===== src/rtl/crs_pkg.sv =====
package crs_pkg;
  localparam int SYM_W   = 5;
  localparam int WIN_LEN = 10;

  localparam logic [SYM_W-1:0] CG_J    = 5'b11000;
  localparam logic [SYM_W-1:0] CG_K    = 5'b10001;
  localparam logic [SYM_W-1:0] CG_T    = 5'b01101;
  localparam logic [SYM_W-1:0] CG_R    = 5'b00111;
  localparam logic [SYM_W-1:0] CG_IDLE = 5'b11111;

  typedef enum logic [1:0] {
    RX_QUIET = 2'd0,
    RX_HUNT  = 2'd1,
    RX_FRAME = 2'd2
  } rx_state_e;
endpackage


===== src/rtl/crs_window.sv =====
module crs_window
  import crs_pkg::*;
#(
  parameter int W  = WIN_LEN,
  parameter int SW = SYM_W
) (
  input  logic clk,
  input  logic rst_n,
  input  logic shift_en,
  input  logic bit_in,
  input  logic clear,
  output logic act_evt,
  output logic ones_evt,
  output logic jk_evt
);
  localparam int DW = 2 * SW;

  logic [W-1:0] hist_q;
  logic [W-1:0] hist_nxt;

  // true when the window holds two zeros at least two positions apart
  function automatic logic spread_zeros(input logic [W-1:0] w);
    int lo;
    int hi;
    lo = -1;
    hi = -1;
    for (int i = 0; i < W; i++) begin
      if (!w[i]) begin
        if (lo < 0) lo = i;
        hi = i;
      end
    end
    return (lo >= 0) && ((hi - lo) >= 2);
  endfunction

  assign hist_nxt = {hist_q[W-2:0], bit_in};
  assign act_evt  = shift_en & spread_zeros(hist_nxt);
  assign ones_evt = shift_en & (&hist_nxt);
  assign jk_evt   = shift_en & (hist_nxt[DW-1:0] == {CG_J, CG_K});

  always_ff @(posedge clk) begin
    if (!rst_n)        hist_q <= '1;
    else if (shift_en) hist_q <= clear ? '1 : hist_nxt;
  end


  hist_hold_chk: assert property (@(posedge clk) disable iff (!rst_n)
    !shift_en |=> $stable(hist_q));
endmodule


===== src/rtl/crs_symbol.sv =====
module crs_symbol
  import crs_pkg::*;
#(
  parameter int SW = SYM_W
) (
  input  logic          clk,
  input  logic          rst_n,
  input  logic          shift_en,
  input  logic          bit_in,
  input  logic          align,
  output logic          sym_done,
  output logic [SW-1:0] sym_val
);
  localparam int CW = $clog2(SW);
  localparam logic [CW-1:0] LAST = CW'(SW - 1);

  logic [CW-1:0] cnt_q;
  logic [SW-2:0] part_q;

  assign sym_val  = {part_q, bit_in};
  assign sym_done = shift_en & (cnt_q == LAST);

  always_ff @(posedge clk) begin
    if (!rst_n) begin
      cnt_q  <= '0;
      part_q <= '0;
    end else if (shift_en) begin
      part_q <= sym_val[SW-2:0];
      if (align || cnt_q == LAST) cnt_q <= '0;
      else                        cnt_q <= cnt_q + 1'b1;
    end
  end


  sym_cnt_range_chk: assert property (@(posedge clk) disable iff (!rst_n)
    cnt_q <= LAST);

  sym_align_chk: assert property (@(posedge clk) disable iff (!rst_n)
    align |=> (cnt_q == '0));
endmodule


===== src/rtl/crs_detect.sv =====
module crs_detect
  import crs_pkg::*;
#(
  parameter int W  = WIN_LEN,
  parameter int SW = SYM_W
) (
  input  logic clk,
  input  logic rst_n,
  input  logic bit_valid,
  input  logic rx_bit,
  input  logic tx_en,
  input  logic full_duplex,
  input  logic repeater_mode,
  output logic crs
);
  rx_state_e     st_q;
  logic          pend_t_q;
  logic          pend_i_q;

  logic          act_evt;
  logic          ones_evt;
  logic          jk_evt;
  logic          sym_done;
  logic [SW-1:0] sym_val;

  logic          start_evt;
  logic          false_evt;
  logic          lock_evt;
  logic          end_evt;
  logic          hist_clear;
  logic          rx_active;
  logic          tx_merge;

  crs_window #(.W(W), .SW(SW)) win_i (
    .clk      (clk),
    .rst_n    (rst_n),
    .shift_en (bit_valid),
    .bit_in   (rx_bit),
    .clear    (hist_clear),
    .act_evt  (act_evt),
    .ones_evt (ones_evt),
    .jk_evt   (jk_evt)
  );

  crs_symbol #(.SW(SW)) sym_i (
    .clk      (clk),
    .rst_n    (rst_n),
    .shift_en (bit_valid),
    .bit_in   (rx_bit),
    .align    (lock_evt),
    .sym_done (sym_done),
    .sym_val  (sym_val)
  );

  assign start_evt  = (st_q == RX_QUIET) & act_evt;
  assign lock_evt   = (st_q == RX_HUNT) & jk_evt;
  assign false_evt  = (st_q == RX_HUNT) & ~jk_evt & ones_evt;
  assign end_evt    = (st_q == RX_FRAME) & sym_done &
                      ((pend_t_q & (sym_val == CG_R)) |
                       (pend_i_q & (sym_val == CG_IDLE)));
  assign hist_clear = false_evt | end_evt;

  assign rx_active  = (st_q != RX_QUIET);
  assign tx_merge   = tx_en & ~full_duplex & ~repeater_mode;
  assign crs        = rx_active | tx_merge;

  always_ff @(posedge clk) begin
    if (!rst_n) begin
      st_q     <= RX_QUIET;
      pend_t_q <= 1'b0;
      pend_i_q <= 1'b0;
    end else begin
      if (start_evt) st_q <= RX_HUNT;
      if (false_evt) st_q <= RX_QUIET;
      if (lock_evt) begin
        st_q     <= RX_FRAME;
        pend_t_q <= 1'b0;
        pend_i_q <= 1'b0;
      end
      if (end_evt) begin
        st_q     <= RX_QUIET;
        pend_t_q <= 1'b0;
        pend_i_q <= 1'b0;
      end else if ((st_q == RX_FRAME) && sym_done) begin
        pend_t_q <= (sym_val == CG_T);
        pend_i_q <= (sym_val == CG_IDLE);
      end
    end
  end


  rise_from_activity_chk: assert property (@(posedge clk) disable iff (!rst_n)
    $rose(rx_active) |-> $past(start_evt));

  false_carrier_drop_chk: assert property (@(posedge clk) disable iff (!rst_n)
    false_evt |=> !rx_active);

  lock_to_frame_chk: assert property (@(posedge clk) disable iff (!rst_n)
    lock_evt |=> (st_q == RX_FRAME));

  end_drop_chk: assert property (@(posedge clk) disable iff (!rst_n)
    end_evt |=> !rx_active);

  frame_hold_chk: assert property (@(posedge clk) disable iff (!rst_n)
    ((st_q == RX_FRAME) && sym_done && !end_evt) |=> rx_active);

  rx_only_chk: assert property (@(posedge clk) disable iff (!rst_n)
    ((full_duplex || repeater_mode) && !rx_active) |-> !crs);

  tx_merge_chk: assert property (@(posedge clk) disable iff (!rst_n)
    (tx_en && !full_duplex && !repeater_mode) |-> crs);

  no_strobe_hold_chk: assert property (@(posedge clk) disable iff (!rst_n)
    !bit_valid |=> $stable(st_q));
endmodule


===== config.mk =====
export PLATFORM = sky130hd
export DESIGN_NAME = crs_detect
export DESIGN_NICKNAME = d
export VERILOG_FILES = /design/src/rtl/crs_pkg.sv /design/src/rtl/crs_window.sv /design/src/rtl/crs_symbol.sv /design/src/rtl/crs_detect.sv
export SDC_FILE = /design/constraint.sdc
export NUM_CORES = 1
export LEC_CHECK = 0
export ABC_AREA = 1
export CORE_ASPECT_RATIO = 0.75
export CORE_MARGIN = 4
export CORE_UTILIZATION = 48
export DETAILED_ROUTE_END_ITERATION = 12
export PLACE_DENSITY = 0.67
export SLEW_MARGIN = 40
export SYNTH_ARGS = -nofsm -noshare
export SYNTH_HDL_FRONTEND = slang
export SYNTH_SLANG_ARGS = --single-unit
export TNS_END_PERCENT = 100

===== constraint.sdc =====
create_clock -name clk -period 2.8 [get_ports clk]
set_input_delay 0.56 -clock clk [delete_from_list [all_inputs] [get_ports clk]]
set_output_delay 0.56 -clock clk [all_outputs]
set_load 0.01 [all_outputs]

* After elaboration in Yosys (flattened, before gate mapping) *
Cells that the tools add are included.

cells by class
  add/sub/neg operators = 2
  multipliers = 0
  divide/modulo/power cells = 0
  $lt $le $gt $ge = 11
  eq/ne operators = 7
  shift-type cells = 0
  muxes and demuxes = 36
  bitwise gates (word level) = 21
  reductions and logical operators = 10

operators with widths
  kind                    count
  $mux W32                28
  $lt A32 B1 Y1 const B   9
  $ge A32 B1 Y1 const B   1
  $ge A32 B3 Y1 const B   1
  $sub A32 B32 Y32        1
  $and A1 B1 Y1           14
  $eq A10 B10 Y1 const B  1
  $reduce_and A10 Y1      1
  $mux W9                 1
  $mux W2                 3
  $eq A5 B3 Y1 const B    1
  $eq A5 B4 Y1 const B    1
  $eq A5 B5 Y1 const B    1
  $not A1 Y1              4
  $reduce_bool A2 Y1      2
  $reduce_or A4 Y1        1
  $add A3 B1 Y3 const B   1
  $eq A3 B3 Y1 const B    1
  $mux W1                 3
  $mux W3                 1
  $or A1 B1 Y1            3
  $reduce_bool A3 Y1      1
  $eq A2 B1 Y1 const B    1
  $eq A2 B2 Y1 const B    1
  4 further kinds         5

word-level totals
  flip-flop bits (word level) = 20
  bits in latches = 0
  RAM bits = 0
  memory bits (read-only) = 0
  output and inout bits = 1
  memories kept = 0

* Longest topological paths before layout *
  depth after elaboration = 36
  gate-level depth with buffers = 19
  depth with buffers taken out = 19

* By module *
From an unflattened synthesis, not the netlist that was laid out.

unflattened totals
  cell total of the unflattened synthesis = 187
  area, all modules = 1308.8 um^2

modules (own cells, without submodules)
  module      times used  cells each  area each (um^2)  sequential area each (um^2)
  crs_window  1           98          695.7             180.2
  crs_symbol  1           43          320.3             140.1
  crs_detect  1           46          292.8             80.1

* Worst setup path after synthesis *
OpenSTA, ideal clock, no wires.

  kind = input-to-reg
  from = in rx_bit
  to = reg st_q[0]
  setup time = 0.109 ns
  arrival time = 2.425 ns
  data required time = 2.691 ns
  path slack = 0.266 ns
  stages on the path = 18
  path through = nand2_2 > nor2_4 > nand2_2 > o21ai_0 > ha_1 > nand2_1 > nand2_1 > a31oi_1 > fa_1 > inv_1 > nor2_1 > nand2_1 > a21oi_1 > nand2_1 > nand2_1 > nand2_1 > nand2_1 > inv_1

on the way
  word-level cells in the longest chain between the ends = 33
  elaborated cells between the ends (all ways) = 58
  those cells by class = add/sub (1); order compare (11); eq/ne (3); mux (28); bitwise (12); reduce/logical (3)

ends and longest elaborated chain
  element               line              source
  from (decl)           crs_detect.sv:10  input logic rx_bit,
  $mux W32              crs_window.sv:28  if (!w[i]) begin
  $lt A32 B1 Y1         crs_window.sv:29  if (lo < 0) lo = i;
  $mux W32              crs_window.sv:29
  $mux W32              crs_window.sv:28
  $lt A32 B1 Y1         crs_window.sv:29
  $mux W32              crs_window.sv:29
  $mux W32              crs_window.sv:28
  $lt A32 B1 Y1         crs_window.sv:29
  (+17 left out)        n/a
  $lt A32 B1 Y1         crs_window.sv:29
  $mux W32              crs_window.sv:29
  $mux W32              crs_window.sv:28
  $sub A32 B32 Y32      crs_window.sv:33  return (lo >= 0) && ((hi - lo) >= 2);
  $ge A32 B3 Y1         crs_window.sv:33
  $logic_and A1 B1 Y1   crs_window.sv:33
  $and A1 B1 Y1         crs_window.sv:37  assign act_evt = shift_en & spread_zeros(hist_nxt);
  $and A1 B1 Y1         crs_detect.sv:55  assign start_evt = (st_q == RX_QUIET) & act_evt;
  to (signal assigned)  crs_detect.sv:69  st_q <= RX_QUIET;
  to (signal assigned)  crs_detect.sv:73  if (start_evt) st_q <= RX_HUNT;
  to (signal assigned)  crs_detect.sv:74  if (false_evt) st_q <= RX_QUIET;
  to (decl)             crs_detect.sv:16  rx_state_e st_q;

Several ways; a longest one is shown, not always the timed one.
A chain may end at the register's enable or synchronous reset.

* Worst setup path in the final report *
  from = in tx_en
  to = out crs

on the way
  word-level cells in the longest chain between the ends = 3

ends and longest elaborated chain
  element                      line              source
  from (decl)                  crs_detect.sv:11  input logic tx_en,
  $and A1 B1 Y1 (2 in series)  crs_detect.sv:64  assign tx_merge = tx_en & ~full_duplex & ~repeater_mode;
  $or A1 B1 Y1                 crs_detect.sv:65  assign crs = rx_active | tx_merge;
  to (decl)                    crs_detect.sv:14  output logic crs

Every way passes these cells.

==> impl_table.tex <==
\begin{tabular}{lr}
\hline
Metric & Value \\
\hline
\multicolumn{2}{l}{\textbf{Floorplan}} \\
\quad Die height & 53.0 um \\
\quad Number of standard-cell rows in the floorplan & 16 \\
\quad Die Footprint & around 0.0036 sq mm \\
\quad Starting Density & about half \\
\quad Core Area & 0.00260 sq mm \\
\quad Count of pins on the block boundary & 8 \\
\quad Width of the die & 68.0 um \\
\multicolumn{2}{l}{\textbf{Cells and area}} \\
\quad Area Overhead vs Synth & 20.3\% \\
\quad Total of fill cells in the finished design & between 200 and 300 \\
\quad Count of antenna diodes in the layout & 0 \\
\quad Non-filler cells in the finished layout & roughly 250 \\
\quad Share of post-route cells with drive strength above 1 & between 10\% and 20\% \\
\quad NumNets Final & roughly 230 \\
\quad Final Instance Area & 0.00156 sq mm \\
\multicolumn{2}{l}{\textbf{Place}} \\
\quad Cell area reported after detailed placement & between 0.001 and 0.0015 sq mm \\
\quad Half-perimeter wire length after placement & approximately 2300 um \\
\quad Setup slack after placement & -346 ps \\
\quad Number of buffers added on ports & 7 \\
\quad DP Cell Count & 245 \\
\quad RD Place Congestion & roughly 0.86 \\
\multicolumn{2}{l}{\textbf{Clock network}} \\
\quad Inserted Clock Buffers & 3 \\
\quad TritonCTS clock tree & built \\
\quad Maximum count of clock buffers along a single path & 2 \\
\quad Hold Buf Count CTS & 0 \\
\quad Clock slew at reported path FFs & between 100 and 150 ps \\
\quad Skew-Pair Late Insertion Delay & about 320 ps \\
\quad Clock root buffer master & sky130\_fd\_sc\_hd\_\_clkbuf\_4 \\
\quad Depth of the CTS H-tree & 1 \\
\quad CTS sink count & 20 \\
\multicolumn{2}{l}{\textbf{Power}} \\
\quad Net Sw Frac & 31.4\% \\
\quad Sequential cell fraction of total power & about two fifths \\
\quad Comb pwr share & 30.0\% \\
\quad Pwr/cell area & about 520 mW/mm\^{}2 \\
\quad Internal power consumption & roughly 560 uW \\
\quad Maximum vdd drop & 236 uV \\
\quad Clock network fraction of design power & a little under a third \\
\quad Net switching power figure & roughly 250 uW \\
\quad Leakage power total & about 0.00078 uW \\
\multicolumn{2}{l}{\textbf{Global route}} \\
\quad Number of antenna violations at the first check in global routing & 0 \\
\quad Maximum number of pins on one net before global-route repair & 16 \\
\quad Total congestion overflow & 0 \\
\quad Global-route wire length before repair & about 5300 um \\
\quad Via count of the first global-routing pass & roughly 1300 \\
\quad Tot GR Track Use & 19.5\% \\
\multicolumn{2}{l}{\textbf{STA}} \\
\quad Post-route worst hold slack & 501 ps \\
\quad Aggregate negative setup slack & 0 ps \\
\quad Post-route setup slack & between 200 and 250 ps \\
\quad Highest attainable clock frequency & between 300 and 400 MHz \\
\quad Share of the cycle needed by the critical path after routing & between 90\% and 100\% \\
\quad Worst relative slew slack & between 70\% and 80\% \\
\quad Final period demand of the worst path & about 2600 ps \\
\quad Transition time of the tightest slew-check pin & around 430 ps \\
\quad Final slew viol count & 0 \\
\quad Final number of hold-violating endpoints & 0 \\
\quad Post-route clock skew & 13.8 ps \\
\quad Final Setup Violations & 0 \\
\multicolumn{2}{l}{\textbf{Yosys}} \\
\quad Dominant cells by area after synthesis & sky130\_fd\_sc\_hd\_\_dfxtp\_1, sky130\_fd\_sc\_hd\_\_nand2\_1, sky130\_fd\_sc\_hd\_\_inv\_1, sky130\_fd\_sc\_hd\_\_a21oi\_1, sky130\_fd\_sc\_hd\_\_ha\_1 \\
\quad Number of warnings printed during yosys synthesis & 0 \\
\quad Top flip-flop cell by instance count after synthesis & sky130\_fd\_sc\_hd\_\_dfxtp\_1 \\
\quad Avg Synthesized Cell Area & 6.62 sq um \\
\quad Nets in the synthesized netlist & around 210 \\
\quad Sequential share of the synthesized area & between 30\% and 40\% \\
\quad Cell area after technology mapping & about 0.0013 sq mm \\
\quad Top-area cell type share of the netlist area & 30.9\% \\
\quad Leading cell type by number of instances after synthesis & sky130\_fd\_sc\_hd\_\_nand2\_1 \\
\quad Number of synthesized register bits & 20 \\
\quad Number of synthesized flops with an enable pin & 0 \\
\quad Number of distinct library cells after synthesis & 25 \\
\quad Synthesized instance count & a little under 200 \\
\quad Most area-hungry cell type in the Yosys netlist & sky130\_fd\_sc\_hd\_\_dfxtp\_1 \\
\quad Fraction of registers with async set or reset after synthesis & 0\% \\
\quad Most used standard cells in the synthesized netlist & sky130\_fd\_sc\_hd\_\_nand2\_1, sky130\_fd\_sc\_hd\_\_inv\_1, sky130\_fd\_sc\_hd\_\_dfxtp\_1, sky130\_fd\_sc\_hd\_\_nor2\_1, sky130\_fd\_sc\_hd\_\_a21oi\_1 \\
\multicolumn{2}{l}{\textbf{Critical path}} \\
\quad Data required time of the critical path & between 2000 and 2500 ps \\
\quad R2R Setup Slk & approximately 240 ps \\
\quad Arrival time of the worst setup path & between 2000 and 2500 ps \\
\quad Maximum fanout encountered on the critical timing path & 1 \\
\quad Kind of capture point of the worst setup path & output port \\
\quad Worst setup path category & in2out \\
\quad Worst Setup Start Kind & input pin \\
\multicolumn{2}{l}{\textbf{Worst hold path}} \\
\quad Worst min-delay path class & reg2reg \\
\multicolumn{2}{l}{\textbf{Detailed routing}} \\
\quad Drt drc & 0 \\
\quad Remaining antenna violation count & 0 \\
\quad DRC marker count from the first detailed-route iteration & around 110 \\
\quad WL per Instance & 12.6 um \\
\quad Routed vias & 1321 \\
\quad Final routed wirelength across all metal layers & around 3200 um \\
\quad Vias per Instance & approximately 5.2 \\
\quad Detailed Routing Iterations Pass 1 & 4 \\
\multicolumn{2}{l}{\textbf{Status}} \\
\quad Result of the run & complete, no violations \\
\multicolumn{2}{l}{\textbf{Flow run}} \\
\quad Number of max-cap violations & 0 \\
\hline
\end{tabular}
==> stage by stage <==
step | power [uW] | util, %
floorplan | 473 | -
global placement | 539 | 56.2
detailed placement | 544 | 56.2
CTS | 787 | 58.2
global route | 865 | 60.0
finish | 809 | 60.0
==> layout make-up <==
| cell class | count | area, sq um | area share (%) |
|---|---|---|---|
| timing repair buffer | 20 | 170 | 10.9 |
| tap | 36 | 45.0 | 2.88 |
| sequential | 20 | 400 | 25.6 |
| clock inverter | 1 | 30.0 | 1.92 |
| inverter | 32 | 120 | 7.69 |
| clock buffer | 3 | 22.5 | 1.44 |
| multi-input combinational | 140 | 773 | 49.5 |
==> metal layers <==
layer | wire length (um) | GRT usage, % | vias to the layer above | share of wire [%]
met5 | 0 | 0 | - | 0
met4 | 31 | 5.28 | 0 | 0.98
met3 | 143 | 5.31 | 4 | 4.5
met2 | 1560 | 33.0 | 38 | 49
met1 | 1440 | 24.2 | 608 | 45
li1 | - | - | 671 | -
==> what timing repair did <==
item	in CTS	in global routing
buffers inserted	0	3
gates resized for setup	2	9
pin swaps	1	4
endpoints found under the setup margin	1	1
==> worst max-delay path, stage by stage <==
cell and delay, ps:
sky130_fd_sc_hd__clkdlybuf4s50_1 450, sky130_fd_sc_hd__inv_1 40, sky130_fd_sc_hd__o311ai_0 360, sky130_fd_sc_hd__clkdlybuf4s50_1 620
==> cell usage in the layout, fill, tap and decap left out, drive strengths merged, types with 4 or more instances in the layout <==
cell           synthesis  final
nor2                  23     23
clkdlybuf4s50          0      6
a21oi                 16     16
buf                    3     13
o21ai                 13     13
inv                   32     32
nand2                 50     50
ha                     6      6
nand3                 16     16
dfxtp                 20     20
nand4                  4      4
==> power by group through the flow <==
stage	clock network, uW	logic [uW]	registers (uW)
floorplan	0	154	320
global placement	0	214	324
detailed placement	0	219	325
CTS	248	221	318
global route	265	279	322
finish	248	243	319
==> registers in the layout, summed over array words and instances (netlist names) <==
register,count
st_q,2
sym_i.part_q,4
pend_t_q,1
pend_i_q,1
win_i.hist_q,9
sym_i.cnt_q,3
==> worst paths after layout <==
check             startpoint       end  cells after the start
min reg2reg         pend_t_q  pend_t_q                      2
max                    tx_en       crs                      4
min                 pend_t_q  pend_t_q                      2
max reg2reg  win_i.hist_q[3]   st_q[0]                     18
==> cells by family after synthesis <==
group	count (synthesis)	share of synthesized area (%)
DFF	20	30.9
adders and majority gates	8	8.87
AOI/OAI and AO/OA	34	14.1
xor gates and xnor gates	2	1.35
buffers and inverters	36	11.2
and+or+nand+nor	96	33.7
Power figures use the tool's default switching activity.
